File: src/rtl/mbx_pkg.sv
package mbx_pkg;
  localparam int A_OWNER = 0;
  localparam int A_DSET  = 1;
  localparam int A_DCLR  = 2;
  localparam int A_MODE  = 3;
  localparam int A_SEND  = 4;
  localparam int A_DATA0 = 8;

  localparam logic [1:0] SEND_IDLE = 2'b00;
  localparam logic [1:0] SEND_MSG  = 2'b01;
  localparam logic [1:0] SEND_ACK  = 2'b10;

  function automatic logic is_onehot(input logic [31:0] v);
    return (v != 32'd0) && ((v & (v - 32'd1)) == 32'd0);
  endfunction

  function automatic logic send_legal(input logic [1:0] v);
    return v != 2'b11;
  endfunction
endpackage

File: src/rtl/mbx_ctrl.sv
module mbx_ctrl
  import mbx_pkg::*;
#(
  parameter int NUM_CORES = 32,
  parameter int ADDR_W    = 4,
  parameter int BUS_W     = 32,
  localparam int CID_W    = (NUM_CORES > 1) ? $clog2(NUM_CORES) : 1
) (
  input  logic                 clk,
  input  logic                 rst_n,
  input  logic                 wr_en,
  input  logic [ADDR_W-1:0]    wr_addr,
  input  logic [BUS_W-1:0]     wr_data,
  input  logic [CID_W-1:0]     wr_core,
  output logic [NUM_CORES-1:0] owner,
  output logic [NUM_CORES-1:0] dst,
  output logic [1:0]           mode,
  output logic [1:0]           send,
  output logic                 owned
);
  logic [NUM_CORES-1:0] wr_bit, wr_mask;
  logic hit_owner, hit_dset, hit_dclr, hit_mode, hit_send;
  logic claim_ok, release_ok, send_wr_ok, send_drop, auto_fire, outsider;

  assign wr_bit    = NUM_CORES'(1) << wr_core;
  assign wr_mask   = wr_data[NUM_CORES-1:0];
  assign owned     = |owner;
  assign hit_owner = wr_en && (wr_addr == ADDR_W'(A_OWNER));
  assign hit_dset  = wr_en && owned && (wr_addr == ADDR_W'(A_DSET));
  assign hit_dclr  = wr_en && owned && (wr_addr == ADDR_W'(A_DCLR));
  assign hit_mode  = wr_en && owned && (wr_addr == ADDR_W'(A_MODE));
  assign hit_send  = wr_en && owned && (wr_addr == ADDR_W'(A_SEND));

  assign claim_ok   = hit_owner && !owned && is_onehot(32'(wr_data))
                      && ((64'(wr_data) >> NUM_CORES) == 64'd0);
  assign release_ok = hit_owner && owned && ((owner & wr_bit) != '0)
                      && (wr_data == '0);
  assign outsider   = ((owner | dst) & wr_bit) == '0;
  assign send_wr_ok = hit_send && !outsider && send_legal(wr_data[1:0]);
  assign send_drop  = hit_send && !send_wr_ok;
  assign auto_fire  = mode[0] && (send == SEND_MSG) && (dst == '0);

  always_ff @(posedge clk) begin
    if (!rst_n || release_ok) begin
      owner <= '0;
      dst   <= '0;
      mode  <= 2'b00;
      send  <= SEND_IDLE;
    end else begin
      if (claim_ok)      owner <= wr_mask;
      if (hit_dset)      dst   <= dst | wr_mask;
      else if (hit_dclr) dst   <= dst & ~wr_mask;
      if (hit_mode)      mode  <= wr_data[1:0];
      if (auto_fire)       send <= SEND_ACK;
      else if (send_wr_ok) send <= wr_data[1:0];
    end
  end

  a_r3_never_both: assert property (@(posedge clk) disable iff (!rst_n)
    send != 2'b11);
  a_r3_drop_keeps: assert property (@(posedge clk) disable iff (!rst_n)
    (send_drop && !auto_fire) |=> $stable(send));
  a_r4_unowned_idle: assert property (@(posedge clk) disable iff (!rst_n)
    !owned |-> (send == SEND_IDLE && mode == 2'b00 && dst == '0));
  a_r5_release_clears: assert property (@(posedge clk) disable iff (!rst_n)
    release_ok |=> (owner == '0 && send == SEND_IDLE && dst == '0));
  a_r5_owner_onehot: assert property (@(posedge clk) disable iff (!rst_n)
    $onehot0(owner));
  a_r7_auto_ack: assert property (@(posedge clk) disable iff (!rst_n)
    auto_fire |=> send == SEND_ACK);
  a_r9_manual_holds: assert property (@(posedge clk) disable iff (!rst_n)
    (!mode[0] && send == SEND_MSG && !hit_send && !release_ok) |=> send == SEND_MSG);
endmodule

File: src/rtl/mbx_data.sv
module mbx_data
  import mbx_pkg::*;
#(
  parameter int NUM_DATA = 4,
  parameter int ADDR_W   = 4,
  parameter int BUS_W    = 32
) (
  input  logic                           clk,
  input  logic                           rst_n,
  input  logic                           wr_en,
  input  logic                           owned,
  input  logic [ADDR_W-1:0]              wr_addr,
  input  logic [BUS_W-1:0]               wr_data,
  output logic [NUM_DATA-1:0][BUS_W-1:0] words
);
  for (genvar i = 0; i < NUM_DATA; i++) begin : g_word
    logic we;
    assign we = wr_en && owned && (wr_addr == ADDR_W'(A_DATA0 + i));
    always_ff @(posedge clk) begin
      if (!rst_n)  words[i] <= '0;
      else if (we) words[i] <= wr_data;
    end
  end

  a_r4_data_locked: assert property (@(posedge clk) disable iff (!rst_n)
    (wr_en && !owned) |=> $stable(words));
endmodule

File: src/rtl/mbx_irq.sv
module mbx_irq
  import mbx_pkg::*;
#(
  parameter int NUM_CORES = 32
) (
  input  logic                 clk,
  input  logic                 rst_n,
  input  logic [NUM_CORES-1:0] owner,
  input  logic [NUM_CORES-1:0] dst,
  input  logic [1:0]           send,
  output logic [NUM_CORES-1:0] irq
);
  for (genvar i = 0; i < NUM_CORES; i++) begin : g_line
    assign irq[i] = (send[0] && dst[i]) || (send[1] && owner[i]);
  end

  a_r1_idle_quiet: assert property (@(posedge clk) disable iff (!rst_n)
    (send == SEND_IDLE) |-> irq == '0);
  a_r2_ack_to_owner: assert property (@(posedge clk) disable iff (!rst_n)
    (send == SEND_ACK) |-> ($countones(irq) <= 1 && (irq & ~owner) == '0));
  a_r1_msg_to_dst: assert property (@(posedge clk) disable iff (!rst_n)
    (send == SEND_MSG) |-> (irq & ~dst) == '0);
endmodule

File: src/rtl/ipc_mailbox.sv
module ipc_mailbox
  import mbx_pkg::*;
#(
  parameter int NUM_CORES = 32,
  parameter int NUM_DATA  = 4,
  parameter int ADDR_W    = 4,
  parameter int BUS_W     = 32,
  localparam int CID_W    = (NUM_CORES > 1) ? $clog2(NUM_CORES) : 1
) (
  input  logic                 clk,
  input  logic                 rst_n,
  input  logic                 wr_en,
  input  logic [ADDR_W-1:0]    wr_addr,
  input  logic [BUS_W-1:0]     wr_data,
  input  logic [CID_W-1:0]     wr_core,
  input  logic [ADDR_W-1:0]    rd_addr,
  output logic [BUS_W-1:0]     rd_data,
  output logic [NUM_CORES-1:0] irq
);
  logic [NUM_CORES-1:0] owner, dst;
  logic [1:0] mode, send;
  logic owned;
  logic [NUM_DATA-1:0][BUS_W-1:0] words;

  mbx_ctrl #(.NUM_CORES(NUM_CORES), .ADDR_W(ADDR_W), .BUS_W(BUS_W)) u_ctrl (
    .clk, .rst_n, .wr_en, .wr_addr, .wr_data, .wr_core,
    .owner, .dst, .mode, .send, .owned
  );

  mbx_data #(.NUM_DATA(NUM_DATA), .ADDR_W(ADDR_W), .BUS_W(BUS_W)) u_data (
    .clk, .rst_n, .wr_en, .owned, .wr_addr, .wr_data, .words
  );

  mbx_irq #(.NUM_CORES(NUM_CORES)) u_irq (
    .clk, .rst_n, .owner, .dst, .send, .irq
  );

  always_comb begin
    rd_data = '0;
    if (rd_addr == ADDR_W'(A_OWNER))      rd_data = BUS_W'(owner);
    else if (rd_addr == ADDR_W'(A_DSET) ||
             rd_addr == ADDR_W'(A_DCLR))  rd_data = BUS_W'(dst);
    else if (rd_addr == ADDR_W'(A_MODE))  rd_data = BUS_W'(mode);
    else if (rd_addr == ADDR_W'(A_SEND))  rd_data = BUS_W'(send);
    for (int i = 0; i < NUM_DATA; i++)
      if (rd_addr == ADDR_W'(A_DATA0 + i)) rd_data = words[i];
  end
endmodule

File: config.mk
export PLATFORM = sky130hd
export DESIGN_NAME = ipc_mailbox
export DESIGN_NICKNAME = d
export VERILOG_FILES = /design/src/rtl/mbx_pkg.sv /design/src/rtl/mbx_ctrl.sv /design/src/rtl/mbx_data.sv /design/src/rtl/mbx_irq.sv /design/src/rtl/ipc_mailbox.sv
export SDC_FILE = /design/constraint.sdc
export NUM_CORES = 1
export LEC_CHECK = 0
export ABC_AREA = 1
export CAP_MARGIN = 20
export CORE_UTILIZATION = 45
export DETAILED_ROUTE_END_ITERATION = 6
export DONT_BUFFER_PORTS = 1
export GPL_ROUTABILITY_DRIVEN = 0
export SYNTH_ARGS = -nofsm -noshare
export SYNTH_HDL_FRONTEND = slang
export SYNTH_SLANG_ARGS = --single-unit
File: constraint.sdc
create_clock -name clk -period 2.6 [get_ports clk]
set_clock_uncertainty 0.1 [all_clocks]
set_input_delay 0.52 -clock clk [delete_from_list [all_inputs] [get_ports clk]]
set_output_delay 0.52 -clock clk [all_outputs]
set_load 0.02 [all_outputs]
==> results list, run 1 <==
- Run status: finished clean
- Dividing total power by cell area gives a power density of 491 nW/um2.
- Counting the fill cells in the layout gives around 2.4k.
- Number of antenna diodes: 0
- The detailed router finished its first iteration with around 1.1k violations.
- Summing all multi-input logic gate instances after layout gives 5480 um2.
- For the pin with the worst max-slew slack, the measured transition is around 0.58 ns.
- The core region is about 23,000 um2.
- In the layout the commonest cells are sky130_fd_sc_hd__nand2_1 (277), sky130_fd_sc_hd__nor2_1 (254), sky130_fd_sc_hd__inv_1 (204).
- Total power for the finished layout comes to 5940 uW.
- Startpoint kind of the worst setup timing path: input pin
* Ordered list of cells on the worst path: nor2_2 -> buf_4 -> nand2_1 -> buf_12 -> o22ai_1 -> a211oi_1 -> o221ai_1 -> buf_4
- Total I/O pin count: approximately 110
- Yosys printed 0 warnings.
- End point of the most critical hold path: u_data.words[68]$_SDFFE_PN0P_
* CTS tree: yes
* Layout cells sized above 1: between 10% and 20%
- Final Slew Violations: 0
- Based on the critical path, the design can be clocked at up to 0.393 GHz.
* Die height: ~160 um
- Most common cell after layout, fill and taps aside: sky130_fd_sc_hd__nand2_1
* Total Routing Usage GR: about 31%
- Clock transition at the registers of the reported paths: 0.08 ns
- Setup violations remaining at the end of the flow were counted as 0.
- In this run the mean area of a mapped cell was 6.56 um2.
* Critical path peak fanout: 26
- After synthesis the netlist holds a flip-flop and latch count of 196.
- Across the VDD grid, the largest voltage drop is around 0.41 mV.
- Worst r2r path cells: 13
- In this design, the critical path's most frequently occurring cell is sky130_fd_sc_hd__buf_4.
- Drt wl/cell: between 15 and 20 um
- For this configuration, the core starts out at a cell density of between 40% and 50%.
- CTS sink cnt: about 200
- Static leakage: 0.00498 uW
- Count of instances resized after the clock tree is built: 4
* # hold bufs at CTS: 0
- The startpoint identified for the worst register-to-register timing path is u_ctrl.owner[0]$_SDFFE_PP0P_.
* Initial antenna violation count: 0
- The die covers approximately 24,000 um2.
* Kind of path behind the tightest hold check: input pin to flop
* Global-route congestion overflow total: 0
* Largest stage delay, worst path: between 0.3 and 0.4 ns
- In this run, distinct cell masters in the synthesized netlist total 34.
* Root buf cell: sky130_fd_sc_hd__clkbuf_16
* Worst-Skew Late Latency: 0.44 ns
- Post-detailed-route via-to-cell ratio: between 5 and 6
- Worst R2R Setup Slack: approximately 0.3 ns
* Register cell area after layout: 3920 um2
* Number of instances in the synthesized netlist: approximately 1.6k
* Final layout net count: 1,685
- The count of buffers added on input and output ports is 0.
- For this block, the via count after detailed routing is 11.0k.
* Mapped Area: 10,700 um2
- Sequential elements use 36.7% of the synthesized area.
- Among all stages on the critical path, the largest delay is contributed by sky130_fd_sc_hd__a211oi_1.
* Maximum capacitance violations: 0
* Number of global-route vias before repair: a little over 10k
- Data required time at the worst endpoint: between 1.5 and 2 ns
- Longest Clk Path Bufs: 2
- Hold-critical path depth: 2
* Worst flop-to-flop path endpoint: u_data.words[26]$_SDFFE_PN0P_
* Final period utilization: a little over nine tenths
- Crit Path Class: input pin to primary output
- Worst Path Arrival: about 1.9 ns
- Summed over all nets, the half-perimeter wirelength after detailed placement is around 27,000 um.
* Horiz. Die Dim: between 150 and 200 um
* Worst hold margin: 0.114 ns
* Setup crit end kind: primary output
* Final wirelength: about 37,000 um
- Synthesis produced a netlist with a net count of about 1.7k.
- The finished cells cover ~12,000 um2.
* H-tree levels: 4
- The detail route stage leaves a number of antenna-violating nets equal to 0.
* Cell area reported after detailed placement: around 11,000 um2
* Normalized max-slew margin: 61.1%
* First drt pass iteration count: 6
- Cts bufs inserted: 17
- Time the worst path needs with I/O delays and setup: about 2.5 ns
* Count of standard-cell rows: 56
- Pin count of the biggest net entering global routing: ~130
* Global-route wire length before repair: ~57,000 um
* Synthesis-to-finish area growth: 13.1%
* DR DRC count: 0
- The number of hold violations in the final report was 0.
* Buffers inserted by post-CTS timing repair: 0
- The startpoint identified for the worst hold timing path is rst_n.
[report_power, final]
| group | total, uW | switching, uW | internal [uW] |
|---|---|---|---|
| clock network | 2690 | 1260 | 1430 |
| registers | 3000 | 0.000000121 | 3000 |
| logic | 254 | 169 | 85.0 |
[critical path: cells and delay by family]
family / cells / cell delay (ns)
AND/OR/NAND/NOR: 2 / 0.18
buffers and inverters: 3 / 0.55
AO/OA/AOI/OAI: 3 / 0.68
[final cells by class]
| type | count | area share (%) |
|---|---|---|
| repair buffers | 98 | 7.66 |
| well taps | 319 | 3.30 |
| inverters | 213 | 6.60 |
| clock inverters | 10 | 0.909 |
| multi-input cells | 1111 | 45.2 |
| clock buffers | 21 | 3.89 |
| flip-flops and latches | 196 | 32.4 |
[cell families (layout without fill, tap and decap cells)]
family                 count (synthesis)  in the layout  synth area share [%]
and+or+nand+nor                      674            674                  27.2
AOI/OAI and AO/OA                    437            437                  23.3
buffers and inverters                324            342                  12.8
DFF                                  196            196                  36.7
[per-layer routing]
layer	GRT usage (%)	vias up	wire length, um
met5	0	-	0
met1	44.8	5064	17000
met4	9.62	0	892
met2	44.3	513	15200
met3	7.06	57	3700
li1	-	5375	-
[cell usage after synthesis, drive strengths merged]
| cell | n | share of area, % |
|---|---|---|
| o21ai | 152 | 7.1 |
| a21oi | 161 | 7.6 |
| nor3 | 12 | 0.70 |
| nor4 | 2 | 0.12 |
| o221ai | 30 | 2.5 |
| a221oi | 21 | 1.7 |
| nor2 | 286 | 11 |
| clkinv | 1 | 0.035 |
| buf | 56 | 3.4 |
| o22ai | 63 | 3.7 |
| nand4 | 39 | 2.4 |
| clkbuf | 55 | 1.9 |
| dfxtp | 196 | 37 |
| inv | 212 | 7.4 |
| nand3b | 1 | 0.070 |
| a31oi | 1 | 0.058 |
| a211oi | 9 | 0.63 |
| nand2 | 291 | 11 |
| or2 | 1 | 0.058 |
| nand3 | 42 | 2.1 |
[metrics by stage]
stage | setup slack [ns] | utilization [%] | setup TNS (ns) | instances
after detailed placement | -0.0509 | 49.0 | -0.192 | 1937
after CTS | 0.0232 | 51.5 | 0 | 1968
after global placement | -0.0688 | 49.0 | -0.260 | 1937
final | 0.0530 | 51.7 | 0 | 1968
after floorplan | 0.223 | - | 0 | 1631
after global routing | -0.000206 | 51.7 | -0.000206 | 1968
[how the worst max path moves through the flow]
stage / startpoint / to / slack [ns]
2_1_floorplan: rd_addr[0] / rd_data[30] / 0.22
3_3_place_gp: rd_addr[0] / rd_data[6] / -0.07
3_5_place_dp: rd_addr[3] / rd_data[2] / -0.05
4_1_cts: rd_addr[0] / rd_data[28] / 0.02
5_1_grt: rd_addr[0] / rd_data[11] / -0.0002
6_report: rd_addr[0] / rd_data[11] / 0.05
Note: power is estimated with default switching activity, not from simulation.
==> inputs of run 2 (changes only) <==
==> constraint.sdc (replaced) <==
create_clock -name clk -period 2.6 [get_ports clk]
set_clock_uncertainty 0.1 [all_clocks]
set_input_delay 0.26 -clock clk [delete_from_list [all_inputs] [get_ports clk]]
set_output_delay 0.26 -clock clk [all_outputs]
set_load 0.02 [all_outputs]
==> run 2 against run 1 <==
Compared with the run above: sequential share of layout area down 0.71 points; global-route usage up 1.8 points; final cell count up 1.9%; combinational power up 50%; routed wire length up 8.7%; non-clock buffer count up 36; clock power down 1%; die area unchanged; fmax up 6.4%; first-iteration DRC count up 15%.
==> results list, run 2 (synthesis gave the netlist of run 1 again) <==
- Maximum capacitance violations: 0 (unchanged)
* Remaining antenna violation count after routing: 0 (unchanged)
- The share of power burned in the clock network is 44.0% (-1.3 points).
- The worst relative slew slack came to 67.0% (+5.9 points).
- Total vias in the final route: 11.4k (+4.0%)
- Filler cell count in the final layout: 2,447 (+2.0%)
- Most used cells in the layout excluding fill and tap cells: sky130_fd_sc_hd__nand2_1 (277), sky130_fd_sc_hd__nor2_1 (253), sky130_fd_sc_hd__inv_1 (205)
- Horiz. Die Dim: 156 um (unchanged)
- The number of antenna violations at the first check in global routing came to 0 (unchanged).
- Number of failing setup endpoints in the final timing report: 0 (unchanged)
* Total Routing Usage GR: 32.5% (+1.8 points)
- The final worst hold slack is 0.0638 ns (-0.0503 ns).
- The area growth from synthesis to layout is 15.7%.
- The area of the multi-input gates is 5440 um2 (-0.71%).
* CTS sink cnt: 196 (unchanged)
- Cell type with the highest occurrence count on the critical path: sky130_fd_sc_hd__nand2_1
- Initial cell density of the core: 45.7% (unchanged)
* Worst-margin pin slew: 0.495 ns (-0.0843 ns)
* Unrepaired setup endpoints after global routing: no
- The shortest clock period the worst path allows after layout is 2.39 ns (-0.153 ns).
* Post-layout utilization of the core: 52.9% (+1.2 points)
- Ordered list of cells on the worst path: nor2_1 -> nand2_1 -> nor2_1 -> nand2_1 -> nor2_2 -> inv_1 -> nand2_1 -> inv_2 -> nand4_4 -> buf_12 -> o21ai_0 -> dlygate4sd3_1 -> a21oi_1
- First drt pass iteration count: 7 (+1)
- Net Sw Power: 1580 uW (+10%)
- The number of design rule violations left after detail routing is 0 (unchanged).
- Die height: 156 um (unchanged)
- Number of global-route vias before repair: 10.2k (+1.2%)
- The delay of the slowest cell on the worst path was 0.56 ns (+0.19 ns).
- Power share of the sequential group: 49.7% (-0.8 points)
* Share of power burned in combinational logic: 6.3% (+2.0 points)
- Worst VDD drop: 0.417 mV (+2.2%)
- Cts bufs inserted: 17 (unchanged)
* Global-route wire length before repair: 59,800 um (+4.7%)
* Final layout net count: 1,721 (+2.1%)
- Half-perimeter wire length of the detailed placement result: 26,700 um (+0.20%)
- The number of ports placed on the die boundary came to 112 (unchanged).
* Pin count of the biggest net entering global routing: 131 (-0.76%)
* Final wirelength: 40,000 um (+8.7%)
- Data required time at the worst endpoint: 2.84 ns (+0.86 ns)
- Root buf cell: sky130_fd_sc_hd__clkbuf_16
- The core box area is 23,400 um2 (unchanged).
- Final Slew Violations: 0 (unchanged)
* Setup tns final: 0 ns (unchanged)
- The count of routing violations after the opening detailed-route iteration came to 1,294 (+15%).
* Max Freq: 0.418 GHz (+6.4%)
* Crit Path Class: flop to flop
- The min-delay analysis places its worst path in the category input pin to flop.
* Run status: finished clean
- The area of all sequential standard cells was 3920 um2 (unchanged).
- Static leakage: 0.00510 uW (+2.3%)
- Switching fraction of total power: 26.1% (+2.0 points)
- PD cells: 487 nW/um2 (-0.68%)
- Number of failing hold endpoints at the final stage: 0 (unchanged)
- Critical path peak fanout: 7 (-73%)
- On the critical path, the stage with the largest delay is an instance of sky130_fd_sc_hd__dlygate4sd3_1.
- Drt wl/cell: 19.9 um (+6.6%)
- The average via count per standard cell was 5.71 (+2.0%).
- H-tree levels: 4 (unchanged)
- Number of port buffers: 0 (unchanged)
- Leaving out fill and tap cells, the most frequent cell in the layout is sky130_fd_sc_hd__nand2_1.
- Count of standard-cell rows: 56 (unchanged)
* Worst Path Arrival: 2.63 ns (+0.70 ns)
- The die footprint came to 24,400 um2 (unchanged).
- The post-CTS clock slew at the launch and capture registers of the worst setup and hold paths came to 0.08 ns (about the same).
- Worst-Skew Late Latency: 0.45 ns (about the same)
* Longest Clk Path Bufs: 2 (unchanged)
- Global-route congestion overflow total: 0 (unchanged)
- CTS tree: yes
* Startpoint kind of the worst setup timing path: flop
- The internal power consumption came to 4460 uW (-1.1%).
* Layout cells sized above 1: 11.6% (-0.69 points)
- The share of the cycle needed by the critical path after routing is 92.1% (-5.9 points).
- STA classifies the critical path endpoint as a flop.
-- run 2: metal layers --
layer	track usage, %	wire length (um)	part of all wire, %	vias up
li1	-	-	-	5460
met1	47.8	18200	45	5258
met2	45.2	15900	40	637
met3	6.81	4390	11	90
met4	13.9	1550	3.9	0
met5	0	0	0	-
-- run 2: worst paths after layout --
kind	from	cells after the start	endpoint	slack (ns)
max	u_ctrl.owner[0]$_SDFFE_PP0P_	13	u_data.words[69]$_SDFFE_PN0P_	0.21
min	wr_addr[3]	5	u_ctrl.send[0]$_SDFFE_PP0P_	0.06
max reg2reg	u_ctrl.owner[0]$_SDFFE_PP0P_	13	u_data.words[69]$_SDFFE_PN0P_	0.21
min reg2reg	u_data.words[42]$_SDFFE_PN0P_	2	u_data.words[42]$_SDFFE_PN0P_	0.35
-- run 2: per-stage QoR --
| step | cell area (um2) | setup slack (ns) | std cells | power (uW) |
|---|---|---|---|---|
| after CTS | 12300 | 0.0285 | 2002 | 6040 |
| final | 12400 | 0.205 | 2006 | 6030 |
| after floorplan | 10700 | 0.743 | 1631 | 3330 |
| after global placement | 11300 | 0.287 | 1934 | 3310 |
| after global routing | 12400 | 0.0118 | 2005 | 6210 |
| after detailed placement | 11300 | 0.301 | 1934 | 3320 |
-- run 2: power by group through the flow --
| stage | Combinational (uW) | Sequential (uW) | Clock (uW) |
|---|---|---|---|
| after global routing | 414 | 3000 | 2790 |
| after detailed placement | 246 | 3070 | 0 |
| after global placement | 245 | 3070 | 0 |
| after CTS | 373 | 3000 | 2670 |
| after floorplan | 265 | 3070 | 0 |
| final | 382 | 3000 | 2650 |
-- run 2: area by class of cell --
class | instances | share of cell area (%)
multi-input combinational | 1111 | 43.9
sequential | 196 | 31.7
timing repair buffer | 134 | 10.0
tap | 319 | 3.22
clock inverter | 12 | 0.879
antenna | 1 | 0.0202
inverter | 213 | 6.46
clock buffer | 20 | 3.77
-- run 2: critical path, delay by kind of cell (launching register included) --
| family | cells | cell delay, ns |
|---|---|---|
| AOI/OAI and AO/OA | 2 | 0.16 |
| DFF | 1 | 0.46 |
| and+or+nand+nor | 7 | 0.60 |
| buffers and inverters | 4 | 0.96 |
-- run 2: repair_timing --
item / CTS / global route
endpoints found under the setup margin: 0 / 23
resized for setup: 0 / 6
hold buffers: 36 / 0
buffers inserted: 0 / 1
endpoints found under the hold margin: 196 / 0
